[config.mk]
export PLATFORM = sky130hd
export DESIGN_NAME = bshift_top
export DESIGN_NICKNAME = d
export VERILOG_FILES = /design/src/rtl/bshift_pkg.sv /design/src/rtl/bshift_amt_class.sv /design/src/rtl/bshift_rotr.sv /design/src/rtl/bshift_select.sv /design/src/rtl/bshift_top.sv
export SDC_FILE = /design/constraint.sdc
export NUM_CORES = 1
export LEC_CHECK = 0
export ABC_AREA = 1
export BUFFER_PORTS_ARGS = -buffer_cell sky130_fd_sc_hd__buf_2
export CORE_ASPECT_RATIO = 1.2
export CORE_MARGIN = 2
export CORE_UTILIZATION = 38
export CTS_CLUSTER_DIAMETER = 100
export DETAILED_ROUTE_END_ITERATION = 12
export SYNTH_ARGS = -nofsm -noshare
export SYNTH_HDL_FRONTEND = slang
export SYNTH_SLANG_ARGS = --single-unit
[constraint.sdc]
create_clock -name clk_i -period 0.8 [get_ports clk_i]
set_input_delay 0.16 -clock clk_i [delete_from_list [all_inputs] [get_ports clk_i]]
set_output_delay 0.16 -clock clk_i [all_outputs]
set_load 0.1 [all_outputs]
[src/rtl/bshift_pkg.sv]
package bshift_pkg;
  typedef enum logic [2:0] {
    SK_LSL = 3'd0,
    SK_LSR = 3'd1,
    SK_ASR = 3'd2,
    SK_ROR = 3'd3,
    SK_RRX = 3'd4
  } shift_kind_e;
endpackage

[src/rtl/bshift_amt_class.sv]
module bshift_amt_class #(
  parameter int unsigned DW = 32,
  parameter int unsigned AW = 8,
  localparam int unsigned SW = $clog2(DW)
) (
  input  logic [AW-1:0] amt_i,
  output logic          zero_o,
  output logic          below_o,
  output logic          equal_o,
  output logic          above_o,
  output logic [SW-1:0] mod_o
);
  localparam logic [AW-1:0] AMT_DW = AW'(DW);

  assign zero_o  = (amt_i == '0);
  assign below_o = !zero_o && (amt_i < AMT_DW);
  assign equal_o = (amt_i == AMT_DW);
  assign above_o = (amt_i > AMT_DW);
  assign mod_o   = amt_i[SW-1:0];
endmodule

[src/rtl/bshift_rotr.sv]
module bshift_rotr #(
  parameter int unsigned DW = 32,
  localparam int unsigned SW = $clog2(DW)
) (
  input  logic [DW-1:0] data_i,
  input  logic [SW-1:0] amt_i,
  output logic [DW-1:0] rot_o
);
  logic [SW:0][DW-1:0] stg;

  assign stg[0] = data_i;

  // one stage per amount bit, stage s rotates by 2**s
  for (genvar s = 0; s < SW; s++) begin : g_stage
    localparam int unsigned SH = 1 << s;
    assign stg[s+1] = amt_i[s] ? {stg[s][SH-1:0], stg[s][DW-1:SH]} : stg[s];
  end

  assign rot_o = stg[SW];
endmodule

[src/rtl/bshift_select.sv]
module bshift_select
  import bshift_pkg::*;
#(
  parameter int unsigned DW = 32,
  parameter int unsigned AW = 8,
  localparam int unsigned SW = $clog2(DW)
) (
  input  logic [DW-1:0] op_i,
  input  logic [2:0]    kind_i,
  input  logic [AW-1:0] amt_i,
  input  logic          cin_i,
  output logic [DW-1:0] res_o,
  output logic          cout_o
);
  logic          a_zero, a_below, a_equal, a_above;
  logic [SW-1:0] a_mod;
  logic [SW-1:0] idx_r, idx_l, rot_amt;
  logic [DW-1:0] rot, hi_mask, lo_mask, sign_fill;
  shift_kind_e   kind;
  logic          sgn;

  assign kind = shift_kind_e'(kind_i);
  assign sgn  = op_i[DW-1];

  bshift_amt_class #(.DW(DW), .AW(AW)) u_class (
    .amt_i  (amt_i),
    .zero_o (a_zero),
    .below_o(a_below),
    .equal_o(a_equal),
    .above_o(a_above),
    .mod_o  (a_mod)
  );

  // left shift reuses the right rotator with the complementary amount
  assign idx_r   = a_mod - SW'(1);
  assign idx_l   = SW'(0) - a_mod;
  assign rot_amt = (kind == SK_LSL) ? idx_l : a_mod;

  bshift_rotr #(.DW(DW)) u_rot (
    .data_i(op_i),
    .amt_i (rot_amt),
    .rot_o (rot)
  );

  assign hi_mask   = ~({DW{1'b1}} >> a_mod);
  assign lo_mask   = ~({DW{1'b1}} << a_mod);
  assign sign_fill = sgn ? hi_mask : '0;

  always_comb begin
    res_o  = op_i;
    cout_o = cin_i;
    unique case (kind)
      SK_LSL: begin
        if (a_below) begin
          res_o  = rot & ~lo_mask;
          cout_o = op_i[idx_l];
        end else if (a_equal) begin
          res_o  = '0;
          cout_o = op_i[0];
        end else if (a_above) begin
          res_o  = '0;
          cout_o = 1'b0;
        end
      end
      SK_LSR: begin
        if (a_below) begin
          res_o  = rot & ~hi_mask;
          cout_o = op_i[idx_r];
        end else if (a_equal) begin
          res_o  = '0;
          cout_o = sgn;
        end else if (a_above) begin
          res_o  = '0;
          cout_o = 1'b0;
        end
      end
      SK_ASR: begin
        if (a_below) begin
          res_o  = (rot & ~hi_mask) | sign_fill;
          cout_o = op_i[idx_r];
        end else if (!a_zero) begin
          res_o  = {DW{sgn}};
          cout_o = sgn;
        end
      end
      SK_ROR: begin
        if (!a_zero) begin
          res_o  = rot;
          cout_o = rot[DW-1];
        end
      end
      SK_RRX: begin
        res_o  = {cin_i, op_i[DW-1:1]};
        cout_o = op_i[0];
      end
      default: ;
    endcase
  end
endmodule

[src/rtl/bshift_top.sv]
module bshift_top
  import bshift_pkg::*;
#(
  parameter int unsigned DW      = 32,
  parameter int unsigned AW      = 8,
  parameter bit          REG_OUT = 1'b1
) (
  input  logic          clk_i,
  input  logic          rst_ni,
  input  logic          valid_i,
  input  logic [31:0]   operand_i,
  input  logic [2:0]    kind_i,
  input  logic [7:0]    amount_i,
  input  logic          carry_i,
  output logic          valid_o,
  output logic [31:0]   result_o,
  output logic          carry_o
);
  localparam logic [AW-1:0] AMT_DW = AW'(DW);

  logic [DW-1:0] core_res;
  logic          core_c;

  bshift_select #(.DW(DW), .AW(AW)) u_sel (
    .op_i  (DW'(operand_i)),
    .kind_i(kind_i),
    .amt_i (AW'(amount_i)),
    .cin_i (carry_i),
    .res_o (core_res),
    .cout_o(core_c)
  );

  if (REG_OUT) begin : g_reg
    logic          vld_q;
    logic [DW-1:0] res_q;
    logic          c_q;

    always_ff @(posedge clk_i or negedge rst_ni) begin
      if (!rst_ni) begin
        vld_q <= 1'b0;
        res_q <= '0;
        c_q   <= 1'b0;
      end else begin
        vld_q <= valid_i;
        if (valid_i) begin
          res_q <= core_res;
          c_q   <= core_c;
        end
      end
    end

    assign valid_o  = vld_q;
    assign result_o = 32'(res_q);
    assign carry_o  = c_q;


    valid_lag_chk: assert property (@(posedge clk_i) disable iff (!rst_ni)
      valid_o |-> $past(valid_i));

    hold_chk: assert property (@(posedge clk_i) disable iff (!rst_ni)
      !$past(valid_i) |-> ($stable(result_o) && $stable(carry_o)));
  end else begin : g_comb
    assign valid_o  = valid_i;
    assign result_o = 32'(core_res);
    assign carry_o  = core_c;
  end


  zero_pass_chk: assert property (@(posedge clk_i) disable iff (!rst_ni)
    (valid_i && amount_i == '0 && kind_i <= 3'(SK_ROR))
      |-> (core_res == DW'(operand_i) && core_c == carry_i));

  over_clear_chk: assert property (@(posedge clk_i) disable iff (!rst_ni)
    (valid_i && AW'(amount_i) > AMT_DW && (kind_i == 3'(SK_LSL) || kind_i == 3'(SK_LSR)))
      |-> (core_res == '0 && !core_c));

  asr_sat_chk: assert property (@(posedge clk_i) disable iff (!rst_ni)
    (valid_i && kind_i == 3'(SK_ASR) && AW'(amount_i) >= AMT_DW)
      |-> (core_res == {DW{operand_i[DW-1]}} && core_c == operand_i[DW-1]));

  ror_carry_chk: assert property (@(posedge clk_i) disable iff (!rst_ni)
    (valid_i && kind_i == 3'(SK_ROR) && amount_i != '0)
      |-> (core_c == core_res[DW-1]));

  rrx_chk: assert property (@(posedge clk_i) disable iff (!rst_ni)
    (valid_i && kind_i == 3'(SK_RRX))
      |-> (core_res == {carry_i, operand_i[DW-1:1]} && core_c == operand_i[0]));

  spare_kind_chk: assert property (@(posedge clk_i) disable iff (!rst_ni)
    (valid_i && kind_i > 3'(SK_RRX))
      |-> (core_res == DW'(operand_i) && core_c == carry_i));
endmodule

==> summary.txt <==
final count of negative-setup-slack endpoints = 67
mux share of post-synthesis cell area = 0%
Clock transition at path regs = 0.06 ns
post-synthesis cell count = 1484
core area = 0.0187 mm^2
Starting Density = 38.4%
dpl hpwl = 32.1 mm
fill count = 1709
failing checks = negative setup slack
EDFF count, synth = 0
Synth cell types = 31
largest area contributor in the netlist = nand2_1
CTS Sinks = 34
Post-Synth Simple-Gate Area = 63.3%
Worst EP arrival = 2.27 ns
area grow syn2layout = 81.6%
RSZ-0062 raised after global routing = true
synth cell count leaders = nand2_1 (608), nand3_1 (300), nor2_1 (138)
largest net degree at the start of global routing = 42
initial antenna violation count = 0
Synth Register Bits = 34
Highest Clock Rate = 0.482 GHz
DP Cell Count = 1986
max_slew headroom = 58.2%
final WL = 43.1 mm
CTS tree = built
post-synth net total = 1535
first-pass GRT wire length = 61.7 mm
RePlAce Congestion = 1.10
total CTS buffers = 5
crit end category = register
post-route setup slack = -1.28 ns
Finished Layout Cells = 2024
Worst Setup Start Kind = primary input
outcome = finished, violations left
Worst VDD drop = 0.872 mV
layout cells sized above 1 = 40.0%
post-route minimum period = 2.08 ns
Wirelength per Cell = 21.3 um
leak pwr = 6.43 nW
most frequent cell after synthesis = nand2_1
final hold vios = 0
Syn Area/Cell = 4.84 um^2
Worst Skew = 0 ns
ranking of synthesized cells by area = nand2_1 (32%), nand3_1 (21%), dfrtp_1 (12%)
chip width = 129 um
Port-buffer cells = 80
Ports = 81
asr flop ratio synth = 100%
vias in the first global route = 10500
sequential area share after synthesis = 11.9%
worst-margin pin slew = 0.621 ns
critical path data required time = 0.99 ns
fin crit share = 259%
CTS HTree Levels = 2
Root Buffer = clkbuf_16
DR iter-0 viols = 1275
Netlist Area Pre-Place = 0.00718 mm^2
Synth top area share = 31.8%
post-route ant nets = 0
WS Path Type = in -> reg
crit-path max FO = 19
drt pass-1 iters = 6
All-Layer GR Usage = 40.8%
xor-xnor portion of the synthesized cell area = 0%
dpl ws = -1.95 ns
Worst-Skew Late Latency = 0.30 ns
max cap viols = 0
Overflow after GRT = 0
DRC Markers = 0
via count = 11700
ys flop type = dfrtp_1
Final Max Tran Viols = 0
Power Dens Cells = 1270 mW/mm^2
largest family of logic cells by synthesized area = simple AND/OR/NAND/NOR gates
Ys Warns = 0
die height = 155 um
Compound-Gate Fraction of Synth Area = 12.3%
Vias per Instance = 5.77
clock tree buffer depth = 2
# diodes = 0
die area = 0.0200 mm^2
Post-Synth Adder-Cell Area = 0.697%
Min-Delay Path Class = in -> reg
Rows = 55
final net count = 1818
-- where the power goes --
group | switching [mW] | internal (mW) | leakage, nW
Clock | 0.968 | 1.80 | 0.0940
Combinational | 7.20 | 4.25 | 5.95
Sequential | 0.258 | 2.07 | 0.380
-- state kept, by name (all words and copies together), names as in the netlist --
register and cells:
carry_o 1, result_o 32, valid_o 1
-- final cells by class --
| cell class | instances | area [um^2] | area share [%] |
|---|---|---|---|
| clock buffer | 5 | 125 | 0.960 |
| clock inverter | 3 | 68.8 | 0.528 |
| inverter | 120 | 480 | 3.68 |
| multi-input combinational | 1250 | 7540 | 57.8 |
| sequential | 34 | 978 | 7.50 |
| tap | 256 | 320 | 2.46 |
| timing repair buffer | 356 | 3530 | 27.0 |
-- cell families after synthesis --
| kind of cell | Yosys count |
|---|---|
| adder cells (fa/ha/maj) | 4 |
| AND/OR/NAND/NOR | 1080 |
| flip-flops | 34 |
| AO/OA/AOI/OAI | 164 |
| buffers and inverters | 202 |
-- final timing paths --
check / start / depth (start not counted) / endpoint / slack (ns)
worst max-delay path: amount_i[0] / 18 / result_o[9]$_DFFE_PN0P_ / -1.28
worst min-delay path: valid_i / 2 / valid_o$_DFF_PN0_ / 0.21
worst max register to register: result_o[6]$_DFFE_PN0P_ / 3 / result_o[6]$_DFFE_PN0P_ / -0.07
worst min register to register: result_o[23]$_DFFE_PN0P_ / 2 / result_o[23]$_DFFE_PN0P_ / 0.56
max in group asynchronous: rst_ni / 3 / result_o[23]$_DFFE_PN0P_ / 0.22
min in group asynchronous: rst_ni / 3 / result_o[10]$_DFFE_PN0P_ / 0.36
-- worst max-delay path, stage by stage --
cell	delay, ns
buf_12	0.11
buf_6	0.16
or2_2	0.32
nand2_1	0.21
inv_1	0.09
nand2_1	0.14
buf_4	0.13
nand3_1	0.11
nand3_4	0.15
nand3_4	0.12
nand2_2	0.08
nand2_1	0.06
nand2_1	0.06
nand2_1	0.06
a21oi_2	0.10
nand2_1	0.07
nand2_2	0.07
nand2_1	0.05
-- layer usage --
metal / share of wire [%] / wire length, um / global-route usage (%)
met1: 38 / 16400 / 52.4
met2: 46 / 19900 / 65.9
met3: 9.0 / 3870 / 5.91
met4: 6.6 / 2860 / 21.1
met5: 0 / 0 / 0
-- stage by stage --
stage               cell area [um^2]  hold WS (ns)  util [%]  total power [mW]  TNS (ns)
floorplan                       7970        -0.136         -              7.74    -39.95
global placement               10900         0.143      58.1              11.6    -56.78
detailed placement             10900         0.148      58.1              11.6    -56.75
CTS                            12200         0.205      64.9              15.4    -50.90
global route                   13000         0.219      69.7              17.1    -54.35
finish                         13000         0.212      69.7              16.5    -51.10
-- layout by cell type (no fill, tap or decap), types with 6 or more instances in the layout --
cell | netlist | final
nand3_2 | 0 | 83
a21oi_1 | 35 | 22
buf_12 | 0 | 57
nand2_4 | 2 | 14
nand3_4 | 0 | 99
o21ai_1 | 1 | 6
nand2_2 | 4 | 62
or2_2 | 11 | 11
dfrtp_4 | 0 | 34
a21oi_2 | 0 | 13
nand3_1 | 300 | 118
o21ai_0 | 103 | 94
nand2_1 | 608 | 537
nand3b_1 | 11 | 11
o211ai_1 | 9 | 9
nor2_1 | 138 | 137
inv_1 | 110 | 108
clkbuf_16 | 0 | 11
buf_2 | 22 | 41
buf_6 | 5 | 16
buf_4 | 7 | 230
-- repair_timing --
item                       in CTS  in global routing
hold endpoints to repair       34                  0
pin swaps                      44                 72
gates cloned                    4                  8
resized for setup             179                147
setup endpoints to repair      67                 67
hold buffers                    1                  0
setup buffers                  10                  9
No activity file was read; power rests on OpenSTA's default activity.
